### src/rtl/toggle_poll_pkg.sv
package toggle_poll_pkg;
  typedef enum logic [1:0] {
    ST_IDLE,
    ST_REQ,
    ST_WAIT,
    ST_RST
  } poll_state_e;
endpackage

### src/rtl/tp_toggle_cmp.sv
module tp_toggle_cmp (
  input  logic clk,
  input  logic rst_n,
  input  logic capture,
  input  logic bit_in,
  output logic differs
);
  logic held_q;

  always_ff @(posedge clk or negedge rst_n) begin
    if (!rst_n)       held_q <= 1'b0;
    else if (capture) held_q <= bit_in;
  end

  assign differs = bit_in ^ held_q;
endmodule

### src/rtl/tp_pair_counter.sv
module tp_pair_counter #(
  parameter int CNT_W = 8
) (
  input  logic             clk,
  input  logic             rst_n,
  input  logic             clear,
  input  logic             bump,
  input  logic [CNT_W-1:0] limit,
  output logic             at_limit
);
  localparam logic [CNT_W-1:0] CNT_MAX = {CNT_W{1'b1}};

  logic [CNT_W-1:0] count_q;
  logic [CNT_W:0]   count_inc;

  assign count_inc = {1'b0, count_q} + 1'b1;
  // true when the pair now being counted reaches the limit
  assign at_limit  = count_inc >= {1'b0, limit};

  always_ff @(posedge clk or negedge rst_n) begin
    if (!rst_n)                        count_q <= '0;
    else if (clear)                    count_q <= '0;
    else if (bump && count_q != CNT_MAX) count_q <= count_inc[CNT_W-1:0];
  end

  AST_CNT_CLEAR: assert property (@(posedge clk) disable iff (!rst_n)
    clear |=> count_q == '0);
endmodule

### src/rtl/toggle_poll_ctrl.sv
module toggle_poll_ctrl #(
  parameter int               DATA_W     = 8,
  parameter int               TOGGLE_IDX = 6,
  parameter int               ERR_IDX    = 5,
  parameter int               CNT_W      = 8,
  parameter logic [DATA_W-1:0] RESET_CMD = 8'hF0
) (
  input  logic              clk,
  input  logic              rst_n,
  input  logic              start,
  input  logic [CNT_W-1:0]  max_pairs,
  output logic              busy,
  output logic              done,
  output logic              pass,
  output logic              fail,
  output logic              rd_req_valid,
  input  logic              rd_req_ready,
  input  logic              rd_data_valid,
  output logic              rd_data_ready,
  input  logic [DATA_W-1:0] rd_data,
  output logic              wr_valid,
  input  logic              wr_ready,
  output logic [DATA_W-1:0] wr_data
);
  import toggle_poll_pkg::*;

  poll_state_e state_q;
  logic first_q, confirm_q;
  logic done_q, pass_q, fail_q;
  logic take, differs, at_limit, err_bit;
  logic cnt_bump, cnt_clear, cap_first;
  logic unused_bits;

  assign unused_bits = ^rd_data;
  assign err_bit     = rd_data[ERR_IDX];
  assign take        = (state_q == ST_WAIT) && rd_data_valid;
  assign cap_first   = take && first_q;
  assign cnt_clear   = (state_q == ST_IDLE) && start;
  assign cnt_bump    = take && !first_q && differs && !confirm_q && !err_bit;

  tp_toggle_cmp u_cmp (
    .clk     (clk),
    .rst_n   (rst_n),
    .capture (cap_first),
    .bit_in  (rd_data[TOGGLE_IDX]),
    .differs (differs)
  );

  tp_pair_counter #(.CNT_W(CNT_W)) u_cnt (
    .clk      (clk),
    .rst_n    (rst_n),
    .clear    (cnt_clear),
    .bump     (cnt_bump),
    .limit    (max_pairs),
    .at_limit (at_limit)
  );

  always_ff @(posedge clk or negedge rst_n) begin
    if (!rst_n) begin
      state_q   <= ST_IDLE;
      first_q   <= 1'b1;
      confirm_q <= 1'b0;
      done_q    <= 1'b0;
      pass_q    <= 1'b0;
      fail_q    <= 1'b0;
    end else begin
      unique case (state_q)
        ST_IDLE: if (start) begin
          done_q    <= 1'b0;
          pass_q    <= 1'b0;
          fail_q    <= 1'b0;
          first_q   <= 1'b1;
          confirm_q <= 1'b0;
          state_q   <= ST_REQ;
        end
        ST_REQ: if (rd_req_ready) state_q <= ST_WAIT;
        ST_WAIT: if (rd_data_valid) begin
          if (first_q) begin
            first_q <= 1'b0;
            state_q <= ST_REQ;
          end else if (!differs) begin
            pass_q  <= 1'b1;
            done_q  <= 1'b1;
            state_q <= ST_IDLE;
          end else if (confirm_q) begin
            fail_q  <= 1'b1;
            state_q <= ST_RST;
          end else if (err_bit) begin
            confirm_q <= 1'b1;
            first_q   <= 1'b1;
            state_q   <= ST_REQ;
          end else if (at_limit) begin
            fail_q  <= 1'b1;
            state_q <= ST_RST;
          end else begin
            first_q <= 1'b1;
            state_q <= ST_REQ;
          end
        end
        ST_RST: if (wr_ready) begin
          done_q  <= 1'b1;
          state_q <= ST_IDLE;
        end
        default: state_q <= ST_IDLE;
      endcase
    end
  end

  assign busy          = state_q != ST_IDLE;
  assign done          = done_q;
  assign pass          = pass_q;
  assign fail          = fail_q;
  assign rd_req_valid  = state_q == ST_REQ;
  assign rd_data_ready = state_q == ST_WAIT;
  assign wr_valid      = state_q == ST_RST;
  assign wr_data       = RESET_CMD;

  AST_IDLE_QUIET: assert property (@(posedge clk) disable iff (!rst_n)
    !busy |-> !rd_req_valid && !wr_valid);
  AST_REQ_HOLD: assert property (@(posedge clk) disable iff (!rst_n)
    rd_req_valid && !rd_req_ready |=> rd_req_valid);
  AST_WR_HOLD: assert property (@(posedge clk) disable iff (!rst_n)
    wr_valid && !wr_ready |=> wr_valid && $stable(wr_data));
  AST_WR_AFTER_FAIL: assert property (@(posedge clk) disable iff (!rst_n)
    wr_valid |-> fail && !done);
  AST_PF_EXCL: assert property (@(posedge clk) disable iff (!rst_n)
    !(pass && fail));
  AST_DONE_VERDICT: assert property (@(posedge clk) disable iff (!rst_n)
    done |-> (pass ^ fail));
  AST_DONE_HELD: assert property (@(posedge clk) disable iff (!rst_n)
    done && !start |=> done && $stable(pass) && $stable(fail));
endmodule

### config.mk
export PLATFORM = sky130hd
export DESIGN_NAME = toggle_poll_ctrl
export DESIGN_NICKNAME = d
export VERILOG_FILES = /design/src/rtl/toggle_poll_pkg.sv /design/src/rtl/tp_toggle_cmp.sv /design/src/rtl/tp_pair_counter.sv /design/src/rtl/toggle_poll_ctrl.sv
export SDC_FILE = /design/constraint.sdc
export NUM_CORES = 1
export LEC_CHECK = 0
export BUFFER_PORTS_ARGS = -buffer_cell sky130_fd_sc_hd__buf_2
export CAP_MARGIN = 20
export CORE_UTILIZATION = 54
export CTS_BUF_LIST = sky130_fd_sc_hd__clkbuf_16
export DETAILED_ROUTE_END_ITERATION = 7
export PLACE_DENSITY = 0.83
export REMOVE_ABC_BUFFERS = 1
export SYNTH_ARGS = -nofsm -noshare
export SYNTH_HDL_FRONTEND = slang
export SYNTH_SLANG_ARGS = --single-unit
### constraint.sdc
create_clock -name clk -period 4.1 [get_ports clk]
set_input_delay 0.41 -clock clk [delete_from_list [all_inputs] [get_ports clk]]
set_output_delay 0.41 -clock clk [all_outputs]
set_load 0.02 [all_outputs]
# After elaboration in Yosys (flattened, before gate mapping)
# Cells that the tools add are included.
[classes]
n_addsub = 1
magnitude_cmp = 1
eq_ne = 13
mux = 40
n_bitwise = 1
n_reduce_logical = 22
[ops]
columns = ["op", "n"]
rows = [
  ["two-way mux 1 bit", 23],
  ["two-way mux 2 bit", 9],
  ["two-way mux 8 bit", 2],
  ["AND reduction 5 bit", 2],
  ["adder 8 x 1 -> 9 bit (second input constant)", 1],
  ["greater-or-equal comparator 9 x 8 -> 1 bit", 1],
  ["logical AND 1 bit", 8],
  ["inequality test 2 bit (second input constant)", 4],
  ["inequality test 8 bit (second input constant)", 1],
  ["one-hot mux 1 bit (2 select lines)", 4],
  ["one-hot mux 2 bit (4 select lines)", 1],
  ["AND reduction 7 bit", 1],
  ["inequality test 2 x 1 -> 1 bit (second input constant)", 3],
  ["AND reduction 6 bit", 1],
  ["nonzero test 2 bit", 3],
  ["== test 2 bit (second input constant)", 2],
  ["AND reduction 4 bit", 1],
  ["logical NOT 1 bit", 3],
  ["inequality test 3 x 1 -> 1 bit (second input constant)", 1],
  ["inequality test 3 x 2 -> 1 bit (second input constant)", 1],
  ["one-hot mux 1 bit (3 select lines)", 1],
  ["AND reduction 3 bit", 1],
  ["nonzero test 3 bit", 1],
  ["== test 2 x 1 -> 1 bit (second input constant)", 1],
  ["other kinds (2)", 2],
]
[totals]
regBits = 16
input_bits = 22
out_inout_bits = 15
wordCells = 86

# Depth between registers and ports, before layout
# Gate-level depths: netlist of the first run.
[depth]
word_depth = 9
depth_mapped = 9
depth_no_buf = 9

# Hierarchy
# A second synthesis of the first run with hierarchy kept.
[hier_totals]
cells_unflattened = 138
area_unflattened_um2 = 1292.5
[modules_own_cells]
columns = ["mod", "instances", "cells_each", "area_per_inst_um2", "seq_area_each_um2"]
rows = [
  ["tp_pair_counter", 1, 80, 742.0, 200.2],
  ["toggle_poll_ctrl", 1, 55, 501.7, 176.4],
  ["tp_toggle_cmp", 1, 3, 48.8, 25.0],
]

# Worst setup path after synthesis of the first run
# OpenSTA, ideal clock, no wires.
[synth_timing]
path_kind = "register to register"
from = "register u_cnt.count_q[0]"
to = "register state_q[1]"
setup_ns = 0.136
t_arrival_ns = 2.175
t_required_ns = 3.964
path_slack_ns = 1.789
stages_incl_launch_ff = 10
path_buffers = 0
synth_period_minus_slack_ns = 2.311
path_cell_list = "dfrtp_1 ha_1 nand2_1 or3_1 nand2_1 ha_1 and3_1 a221o_1 a211oi_1 o31ai_1"
[synth_via]
elab_chain_len = 9
[synth_lines]
columns = ["element", "line", "text"]
rows = [
  ["from (decl)", "tp_pair_counter.sv:13", "logic [CNT_W-1:0] count_q;"],
  ["from (signal assigned)", "tp_pair_counter.sv:23", "else if (bump && count_q != CNT_MAX) count_q <= count_inc[CNT_W-1:0];"],
  ["adder 8 x 1 -> 9 bit", "tp_pair_counter.sv:16", "assign count_inc = {1'b0, count_q} + 1'b1;"],
  ["greater-or-equal comparator 9 x 8 -> 1 bit", "tp_pair_counter.sv:18", "assign at_limit = count_inc >= {1'b0, limit};"],
  ["two-way mux 2 bit", "toggle_poll_ctrl.sv:92", "end else if (at_limit) begin"],
  ["two-way mux 2 bit", "toggle_poll_ctrl.sv:88", "end else if (err_bit) begin"],
  ["two-way mux 2 bit", "toggle_poll_ctrl.sv:85", "end else if (confirm_q) begin"],
  ["two-way mux 2 bit", "toggle_poll_ctrl.sv:81", "end else if (!differs) begin"],
  ["two-way mux 2 bit", "toggle_poll_ctrl.sv:78", "if (first_q) begin"],
  ["two-way mux 2 bit", "toggle_poll_ctrl.sv:77", "ST_WAIT: if (rd_data_valid) begin"],
  ["one-hot mux 2 bit (4 select lines)", "toggle_poll_ctrl.sv:67", "unique case (state_q)"],
  ["to (signal assigned)", "toggle_poll_ctrl.sv:76", "ST_REQ: if (rd_req_ready) state_q <= ST_WAIT;"],
  ["to (signal assigned)", "toggle_poll_ctrl.sv:80", "state_q <= ST_REQ;"],
  ["to (signal assigned)", "toggle_poll_ctrl.sv:84", "state_q <= ST_IDLE;"],
  ["to (decl)", "toggle_poll_ctrl.sv:27", "poll_state_e state_q;"],
]
# Every way passes these cells. The select of a mux whose other input is x is not followed.
# A chain may end at the register's enable or synchronous reset.

# Worst setup path after layout of the first run
# Same ends and word-level chain as after synthesis.

==> key figures, run 1 <==
Global routing
  – Initial antenna violation count: 0
  – First-pass GRT wire length: 3970 microns
  – Vias in the first global route: 921
  – Largest net degree at the start of global routing: 17
  – All-layer global routing usage: 0.213
  – Remaining Overflow, GRT: 0

Timing
  – Setup Total Neg Slack: 0 ns
  – Worst Clk Skew: 0.00572 ns
  – Period Utilization, post-route: 0.665
  – Slew @ Worst Pin: 0.520 ns
  – Final setup violation count: 0
  – RSZ-0062 raised after global routing: false
  – Final min period: 2.73 ns
  – Slew margin rel.: 0.652
  – Hold Vio Cnt, Final: 0
  – WHS: 0.0663 ns
  – Max frequency: 367 MHz
  – Max Slew Vio Count: 0

Clocking
  – CTS Hold Bufs: 0
  – Sink Count: 16
  – Root Driver: clkbuf_16
  – CTS tree: built
  – Clock tree buffer depth: 2
  – H-tree Lvls: 1
  – Clock latency on the worst-skew pair: 0.24 ns
  – Postcts setup bufs: 0
  – CTS clk-pin slew, worst paths: 0.05 ns
  – PostCTS Resize Cnt: 0
  – Cts bufs inserted: 3

Yosys
  – Mapped Cells: 133
  – Mapped Area: 0.00121 sq mm
  – Post-synth top cells: 15 x dfrtp_1, 11 x nand2_1, 9 x ha_1
  – Most used DFF post-synth: dfrtp_1
  – Unique masters post-synth: 41
  – Asr flop ratio synth: 1.00
  – EDFF count, synth: 0
  – Yosys warns: 0
  – Leading area contributor after synthesis: dfrtp_1
  – Synth top area share: 0.311
  – Area contributors post-synth: dfrtp_1 31%, ha_1 9.3%, buf_4 5.0%
  – Syn avg cell area: 9.07 sq um
  – Most frequent cell after synthesis: dfrtp_1
  – Register area share after synthesis: 0.333
  – Post-synthesis register bit count: 16

Final layout
  – Final instance area: 0.00137 sq mm
  – Layout Nets: 185
  – # diodes: 0
  – Layout cells sized above 1: 0.235
  – Syn-to-layout area delta: 13.3%

Routing
  – Vias per Instance: 5.38
  – Detailed Route Iter0 Violations: 42
  – Pre-antenna DRT Iters: 4
  – Drt total wl: 2300 microns
  – ANT nets after route: 0
  – DRC: 0
  – Via count: 969
  – Wirelength per Cell: 12.8 microns

Floorplan
  – Die X: 49.3 microns
  – DIE AREA: 0.00243 sq mm
  – Starting Density: 0.597
  – Rows: 16
  – Placeable Area: 0.00202 sq mm
  – Die Ht: 49.3 microns
  – Io pins: 37

Job
  – Max-cap violations: 0

Setup path
  – Reg2Reg Depth: 9
  – Crit-path max FO: 6
  – Startpoint Class: register
  – Critical setup path kind: register to register
  – Critical Path Source: u_cnt.count_q[0]
  – CP arrival: 2.83 ns
  – Worst Path Required: 4.20 ns
  – Crit path capture type: register
  – Reg2reg start: u_cnt.count_q[0]

Placed design
  – Final HPWL DP: 1760 microns
  – Gpl congestion: 0.783
  – Port Buffers: 22
  – Dpl cell area: 0.00129 sq mm

Power
  – Leak: 0.723 nW
  – VDD IR-drop max: 358 uV
  – PD cells: 500 mW/mm^2

Worst hold path
  – Worst Hold Class: input port to asynchronous set/reset pin

Run status
  – Status: finished clean
==> cell usage in the layout, fill, tap and decap left out, drive strengths merged, types with 2 or more instances in the layout <==
master  netlist  layout
xnor2         3       3
a21o          3       3
ha            9       9
nor2          5       5
or2           2       2
or3           2       2
a211oi        4       4
o31ai         2       2
and3          2       2
mux2i         2       2
a21oi         8       8
nand3         3       3
a31o          3       3
nor2b         5       5
clkbuf        2       3
xor2          2       2
inv           8       8
dfrtp        15      15
and2          6       6
conb          2       8
a221o         2       2
nand2        11      11
mux2          4       4
o21ai         5       5
buf          10      22
nand2b        3       3
==> state kept, by name, summed over array words and instances (netlist names) <==
| register | cells |
|---|---|
| done | 1 |
| fail | 1 |
| confirm_q | 1 |
| u_cmp.held_q | 1 |
| pass | 1 |
| u_cnt.count_q | 8 |
| state_q | 2 |
| first_q | 1 |
==> final timing paths <==
check / to / slack (ns)
max: state_q[1] / 1.37
min: u_cnt.count_q[3] / 0.07
max reg2reg: state_q[1] / 1.37
min reg2reg: fail / 0.48
max in group asynchronous: first_q / 3.73
min in group clk: confirm_q / 0.46
==> power breakdown <==
part,internal (mW),switching [mW]
clock network,0.129,0.0540
registers,0.201,0.0436
logic,0.102,0.154
total,0.432,0.251
==> per-stage QoR <==
step	power, mW	setup slack, ns	cells	utilization
after floorplan	0.421	1.79	127	-
after global placement	0.488	1.51	176	0.637
after detailed placement	0.498	1.39	176	0.637
after CTS	0.688	1.38	180	0.676
after global routing	0.727	1.26	180	0.676
final	0.683	1.37	180	0.676
==> worst max-delay path: stages, from the launching register on <==
cell and delay, ns:
dfrtp_1 0.43, ha_1 0.29, nand2_1 0.09, or3_1 0.34, nand2_1 0.09, ha_1 0.24, and3_1 0.18, a221o_1 0.31
a211oi_1 0.47, o31ai_1 0.16
==> cell type report <==
type | instances | area [sq um]
Multi-Input combinational cell | 103 | 712
Fill cell | 165 | 656
Sequential cell | 16 | 402
Timing Repair Buffer | 22 | 110
Clock buffer | 3 | 75.1
Tap cell | 27 | 33.8
Inverter | 8 | 30.0
Clock inverter | 1 | 3.75
==> layer usage <==
layer | vias up | track usage | part of all wire
met5 | - | 0 | 0
met2 | 32 | 0.381 | 0.50
met4 | 0 | 0.0147 | 0.0026
met3 | 2 | 0.0561 | 0.051
li1 | 490 | - | -
met1 | 445 | 0.265 | 0.44
==> kinds of logic after synthesis <==
group	synth area share
adders and majority gates	0.0934
xor gates and xnor gates	0.0363
other	0.00623
AOI/OAI and AO/OA	0.174
muxes	0.0633
and+or+nand+nor	0.198
DFF	0.333
buffers and inverters	0.0954
Note: power is estimated with default switching activity, not from simulation.
==> run 2: changes to the inputs <==
ABC_AREA = 1   (was not set)
CORE_UTILIZATION = 50   (was 54)
PLACE_DENSITY = 0.78   (was 0.83)
clock period = 2.7 ns   (was 4.1 ns; I/O delays follow)
==> key figures, run 2 <==
Setup path
  – Worst path most repeated cell: nand2_1
  – R2R Setup Slk: 0.38 ns
  – Stages on worst setup path: 19
  – Buf/Inv on CP: 2
  – Worst Path Required: 2.84 ns
  – Crit path capture type: register
  – Crit-path max FO: 4
  – Critical Path Source: u_cnt.count_q[0]
  – Critical Path, Cell by Cell: ha_1, nand3_2, xor2_1, inv_1, ha_1, nand2_1, inv_1, nand2_1, nand3_1, nand2_1, nand2_1, nand2_1, nand2_1, nand2_1, nand2_1, nand2_1, nand2_1, nand2_1, nand2_1
  – Reg2Reg Depth: 19
  – Critical setup path kind: register to register
  – CP arrival: 2.46 ns
  – Slowest stage delay, CP: 0.42 ns
  – Critical path's top delay family: simple AND/OR/NAND/NOR gates
  – Crit-path slowest cell: dfrtp_1
  – CP endpoint: state_q[1]
  – Reg2Reg Capture Point: state_q[1]
  – Startpoint Class: register
  – Reg2reg start: u_cnt.count_q[0]

Final layout
  – Reg area: 402 sq um
  – Layout cells sized above 1: 0.188
  – Max FFs per register: 8
  – Final Util: 0.620
  – Commonest non-fill, non-tap cell in the layout: nand2_1
  – Layout Nets: 213
  – Non-filler cells, final: 209
  – # diodes: 0
  – Syn-to-layout area delta: 16.7%
  – Top reg by flops: u_cnt.count_q
  – Commonest cells after routing, fill and taps aside: 38 x nand2_1, 30 x inv_1, 22 x buf_2
  – Regs by FF count: u_cnt.count_q x8, state_q x2
  – Area of the multi-input gates: 618 sq um
  – FILL cells: 208

Yosys
  – Leading area contributor after synthesis: dfrtp_1
  – Most frequent cell after synthesis: nand2_1
  – Multiplexer share of the synthesized area: 0.00851
  – Asr flop ratio synth: 1.00
  – Yosys warns: 0
  – Register area share after synthesis: 0.341
  – Synth top area share: 0.319
  – Mapped Area: 0.00118 sq mm
  – Synth Area in Adders: 0.0957
  – Most used DFF post-synth: dfrtp_1
  – Mapped Cells: 156
  – Unique masters post-synth: 29
  – Post-synthesis register bit count: 16
  – Simple-Gate Fraction of Synth Area: 0.271
  – EDFF count, synth: 0
  – Post-synth top cells: 38 x nand2_1, 30 x inv_1, 15 x dfrtp_1
  – Synth Area in XOR/XNOR: 0.0447
  – Largest family of logic cells by synthesized area: simple AND/OR/NAND/NOR gates
  – Syn avg cell area: 7.54 sq um
  – Area contributors post-synth: dfrtp_1 32%, nand2_1 12%, ha_1 9.6%
  – Post-synthesis compound-gate area fraction: 0.0798

Power
  – Sw Pwr: 462 uW
  – Clock power frac: 0.256
  – Cell internal pwr: 671 uW
  – Comb power frac: 0.419
  – Flop pwr share: 0.325
  – VDD IR-drop max: 659 uV
  – Leak: 0.838 nW
  – PD cells: 826 mW/mm^2
  – Sw frac: 0.408

Worst hold path
  – Min-delay src: rd_data[6]
  – Worst Hold Class: input port to register

Routing
  – Pre-antenna DRT Iters: 4
  – Max Used Layer: met4
  – Wirelength per Cell: 10.9 microns
  – Met2 WL post-DR: 1120 microns
  – Met3 wire len: 84 microns
  – Vias per Instance: 4.86
  – DRT met1 WL: 1040 microns
  – Via count: 1015
  – Drt total wl: 2290 microns
  – ANT nets after route: 0
  – Detailed Route Iter0 Violations: 23
  – DRC: 0

Timing
  – Final min period: 2.32 ns
  – Hold Vio Cnt, Final: 0
  – Final setup violation count: 0
  – RSZ-0062 raised after global routing: false
  – Final worst slack: 0.384 ns
  – Worst Clk Skew: 0.000634 ns
  – WHS: 0.292 ns
  – Max Slew Vio Count: 0
  – Period Utilization, post-route: 0.858
  – Max frequency: 432 MHz
  – Setup Total Neg Slack: 0 ns

Floorplan
  – Rows: 17
  – Starting Density: 0.532
  – Io pins: 37
  – Placeable Area: 0.00221 sq mm
  – Die X: 50.5 microns
  – Die Ht: 50.5 microns
  – DIE AREA: 0.00255 sq mm

Placed design
  – Setup slack at placement: 0.421 ns
  – Gpl congestion: 0.847
  – Port Buffers: 22
  – Placed Cells: 204
  – Final HPWL DP: 1810 microns

Run status
  – Status: finished clean

Clocking
  – Clock latency on the worst-skew pair: 0.25 ns
  – PostCTS Resize Cnt: 0
  – Clock tree buffer depth: 2
  – Sink Count: 16
  – CTS clk-pin slew, worst paths: 0.05 ns
  – Root Driver: clkbuf_16
  – Cts bufs inserted: 3
  – H-tree Lvls: 1
  – CTS tree: built
  – Postcts setup bufs: 0
  – CTS Hold Bufs: 1

Global routing
  – Vias in the first global route: 923
  – First-pass GRT wire length: 3950 microns
  – Largest net degree at the start of global routing: 17
  – Remaining Overflow, GRT: 0
  – All-layer global routing usage: 0.212
  – Initial antenna violation count: 0

Job
  – Max-cap violations: 0
==> run 2: cell count changes after synthesis, moves of 4 or more <==
cell,previous run,this run
nor2b_1,5,0
nor2_1,5,9
inv_1,8,30
nand2_1,11,38
and2_1,6,0
nand3_1,3,11
a211oi_1,4,0
==> run 2: cell type report <==
class                           instances  area share
Multi-Input combinational cell        107       0.450
Sequential cell                        16       0.293
Timing Repair Buffer                   23      0.0875
Inverter                               31      0.0866
Clock buffer                            3      0.0547
Tap cell                               28      0.0255
Clock inverter                          1     0.00273
==> run 2: worst min path at each step <==
stage,cells past startpoint,to,slack (ns)
floorplan,0,confirm_q,-0.03
global placement,1,state_q[0],0.20
detailed placement,1,state_q[1],0.20
CTS,3,u_cmp.held_q,0.29
global route,3,confirm_q,0.30
finish,3,u_cmp.held_q,0.29
==> run 2: cells by family (layout without fill, tap and decap cells) <==
| kind of cell | after synthesis | count (layout) |
|---|---|---|
| and+or+nand+nor | 67 | 67 |
| buffers and inverters | 39 | 58 |
| adders and majority gates | 9 | 9 |
| DFF | 16 | 16 |
| other | 2 | 8 |
| muxes | 1 | 1 |
| xor gates and xnor gates | 6 | 6 |
| AOI/OAI and AO/OA | 16 | 16 |
==> run 2: stage by stage <==
step,total power [mW],area (sq um)
after floorplan,0.707,1140
after global placement,0.821,1280
after detailed placement,0.842,1280
after CTS,1.14,1370
after global routing,1.22,1370
final,1.13,1370
==> run 2: power by group through the flow <==
stage          clock network [mW]  registers, mW  logic (mW)
2_1_floorplan                   0          0.390       0.317
3_3_place_gp                    0          0.367       0.454
3_5_place_dp                    0          0.372       0.470
4_1_cts                     0.293          0.368       0.475
5_1_grt                     0.304          0.378       0.539
6_report                    0.290          0.368       0.475
==> run 2: worst reg2reg max path: stages (launching register included) <==
cell	delay, ns
dfrtp_1	0.42
ha_1	0.25
nand3_2	0.11
xor2_1	0.21
inv_1	0.07
ha_1	0.29
nand2_1	0.07
inv_1	0.04
nand2_1	0.06
nand3_1	0.09
nand2_1	0.07
nand2_1	0.05
nand2_1	0.05
nand2_1	0.06
nand2_1	0.10
nand2_1	0.09
nand2_1	0.06
nand2_1	0.04
nand2_1	0.06
nand2_1	0.04
==> run 2: metal layers <==
layer	global-route usage	vias to the layer above
met5	0	-
met1	0.249	459
met4	0.0833	0
met2	0.369	25
met3	0.0485	7
li1	-	524
==> run 3: changes to the inputs <==
RECOVER_POWER = 50   (was not set)
==> key figures, run 3 (same netlist as run 2, synthesis figures left out) <==
Floorplan
  – DIE AREA: 0.00255 sq mm
  – Placeable Area: 0.00221 sq mm
  – Io pins: 37
  – Starting Density: 0.532
  – Rows: 17
  – Die X: 50.5 microns
  – Die Ht: 50.5 microns

Routing
  – Detailed Route Iter0 Violations: 25
  – Wirelength per Cell: 10.9 microns
  – Pre-antenna DRT Iters: 4
  – ANT nets after route: 0
  – Vias per Instance: 4.86
  – DRC: 0
  – Drt total wl: 2280 microns
  – Via count: 1015

Timing
  – Final worst slack: 0.384 ns
  – Hold Vio Cnt, Final: 0
  – Final min period: 2.32 ns
  – Slew margin rel.: 0.440
  – Slew @ Worst Pin: 0.840 ns
  – Max Slew Vio Count: 0
  – Setup Total Neg Slack: 0 ns
  – Max frequency: 432 MHz
  – Worst Clk Skew: 0.000780 ns
  – Final setup violation count: 0
  – RSZ-0062 raised after global routing: false
  – Period Utilization, post-route: 0.858

Final layout
  – Reg area: 402 sq um
  – Commonest cells after routing, fill and taps aside: 38 x nand2_1, 30 x inv_1, 18 x buf_2
  – Area of the multi-input gates: 618 sq um
  – # diodes: 0
  – Layout Nets: 213
  – Final instance area: 0.00137 sq mm
  – Max FFs per register: 8
  – Top reg by flops: u_cnt.count_q
  – FILL cells: 212
  – Regs by FF count: u_cnt.count_q x8, state_q x2
  – Syn-to-layout area delta: 16.3%
  – Layout cells sized above 1: 0.166
  – Final Util: 0.618
  – Commonest non-fill, non-tap cell in the layout: nand2_1

Worst hold path
  – Worst Hold Class: input port to register
  – Min-delay src: rd_data[6]
  – Worst Hold Path EP: u_cmp.held_q
  – Min-Delay Path Depth: 3

Power
  – Cell internal pwr: 665 uW
  – Clock power frac: 0.257
  – Flop pwr share: 0.328
  – Sw frac: 0.410
  – Comb power frac: 0.415
  – Leak: 0.827 nW
  – VDD IR-drop max: 659 uV
  – Sw Pwr: 463 uW
  – PD cells: 825 mW/mm^2

Clocking
  – H-tree Lvls: 1
  – CTS tree: built
  – Postcts setup bufs: 0
  – Root Driver: clkbuf_16
  – Clock latency on the worst-skew pair: 0.25 ns
  – Sink Count: 16
  – Clock tree buffer depth: 2
  – Cts bufs inserted: 3
  – CTS clk-pin slew, worst paths: 0.05 ns
  – CTS Hold Bufs: 1
  – PostCTS Resize Cnt: 0

Setup path
  – Crit-path slowest cell: dfrtp_1
  – Startpoint Class: register
  – Reg2Reg Capture Point: state_q[1]
  – Worst Path Required: 2.84 ns
  – CP arrival: 2.46 ns
  – Reg2reg start: u_cnt.count_q[0]
  – Crit-path max FO: 4
  – Critical Path, Cell by Cell: ha_1, nand3_2, xor2_1, inv_1, ha_1, nand2_1, inv_1, nand2_1, nand3_1, nand2_1, nand2_1, nand2_1, nand2_1, nand2_1, nand2_1, nand2_1, nand2_1, nand2_1, nand2_1
  – Crit path capture type: register
  – R2R Setup Slk: 0.38 ns
  – Critical setup path kind: register to register
  – Reg2Reg Depth: 19
  – Slowest stage delay, CP: 0.42 ns
  – Worst path most repeated cell: nand2_1

Placed design
  – Gpl congestion: 0.847
  – Dpl cell area: 0.00128 sq mm
  – Setup slack at placement: 0.421 ns
  – Final HPWL DP: 1810 microns
  – Port Buffers: 22

Global routing
  – Vias in the first global route: 923
  – Remaining Overflow, GRT: 0
  – Initial antenna violation count: 0
  – First-pass GRT wire length: 3950 microns
  – All-layer global routing usage: 0.212
  – Largest net degree at the start of global routing: 17

Run status
  – Status: finished clean

Job
  – Max-cap violations: 0
[run 3: cell count changes in the layout (fill, tap and decap cells not counted), sizes merged]
cell	previous run	this run
buf	22	18
clkbuf	3	7
[run 3: worst max-delay path, delay by kind of cell, from the launching register on]
kind,cells,cell delay (ns)
buffers and inverters,2,0.11
flip-flops,1,0.42
adder cells (fa/ha/maj),2,0.54
XOR/XNOR,1,0.20
AND/OR/NAND/NOR,14,0.94
[run 3: metal layers]
layer | vias up | track usage | part of all wire
met5 | - | 0 | 0
met4 | 0 | 0.0833 | 0.020
met3 | 5 | 0.0485 | 0.036
met2 | 25 | 0.369 | 0.49
met1 | 462 | 0.249 | 0.45
li1 | 523 | - | -
[run 3: layout make-up]
type,count,share of cell area
Clock buffer,3,0.0549
Clock inverter,1,0.00274
Inverter,31,0.0869
Multi-Input combinational cell,107,0.452
Sequential cell,16,0.294
Tap cell,28,0.0256
Timing Repair Buffer,23,0.0842
[run 3: how the worst max path moves through the flow]
stage	startpoint	depth (start not counted)	endpoint	slack, ns
after floorplan	u_cnt.count_q[0]	19	state_q[1]	0.66
after global placement	u_cnt.count_q[0]	19	state_q[1]	0.45
after detailed placement	u_cnt.count_q[0]	17	fail	0.42
after CTS	u_cnt.count_q[0]	17	fail	0.37
after global routing	u_cnt.count_q[0]	19	state_q[1]	0.07
final	u_cnt.count_q[0]	19	state_q[1]	0.38
[run 3: metrics by stage]
stage / std cells / hold slack, ns / total power [mW]
final: 209 / 0.291 / 1.13
after global routing: 209 / 0.298 / 1.22
after CTS: 209 / 0.294 / 1.14
after detailed placement: 204 / 0.202 / 0.842
after global placement: 204 / 0.200 / 0.821
after floorplan: 154 / -0.0256 / 0.707
[run 3: power by group through the flow]
stage	combinational (mW)	clock, mW	sequential (mW)
floorplan	0.317	0	0.390
global placement	0.454	0	0.367
detailed placement	0.470	0	0.372
CTS	0.475	0.293	0.368
global route	0.533	0.304	0.379
finish	0.468	0.290	0.370
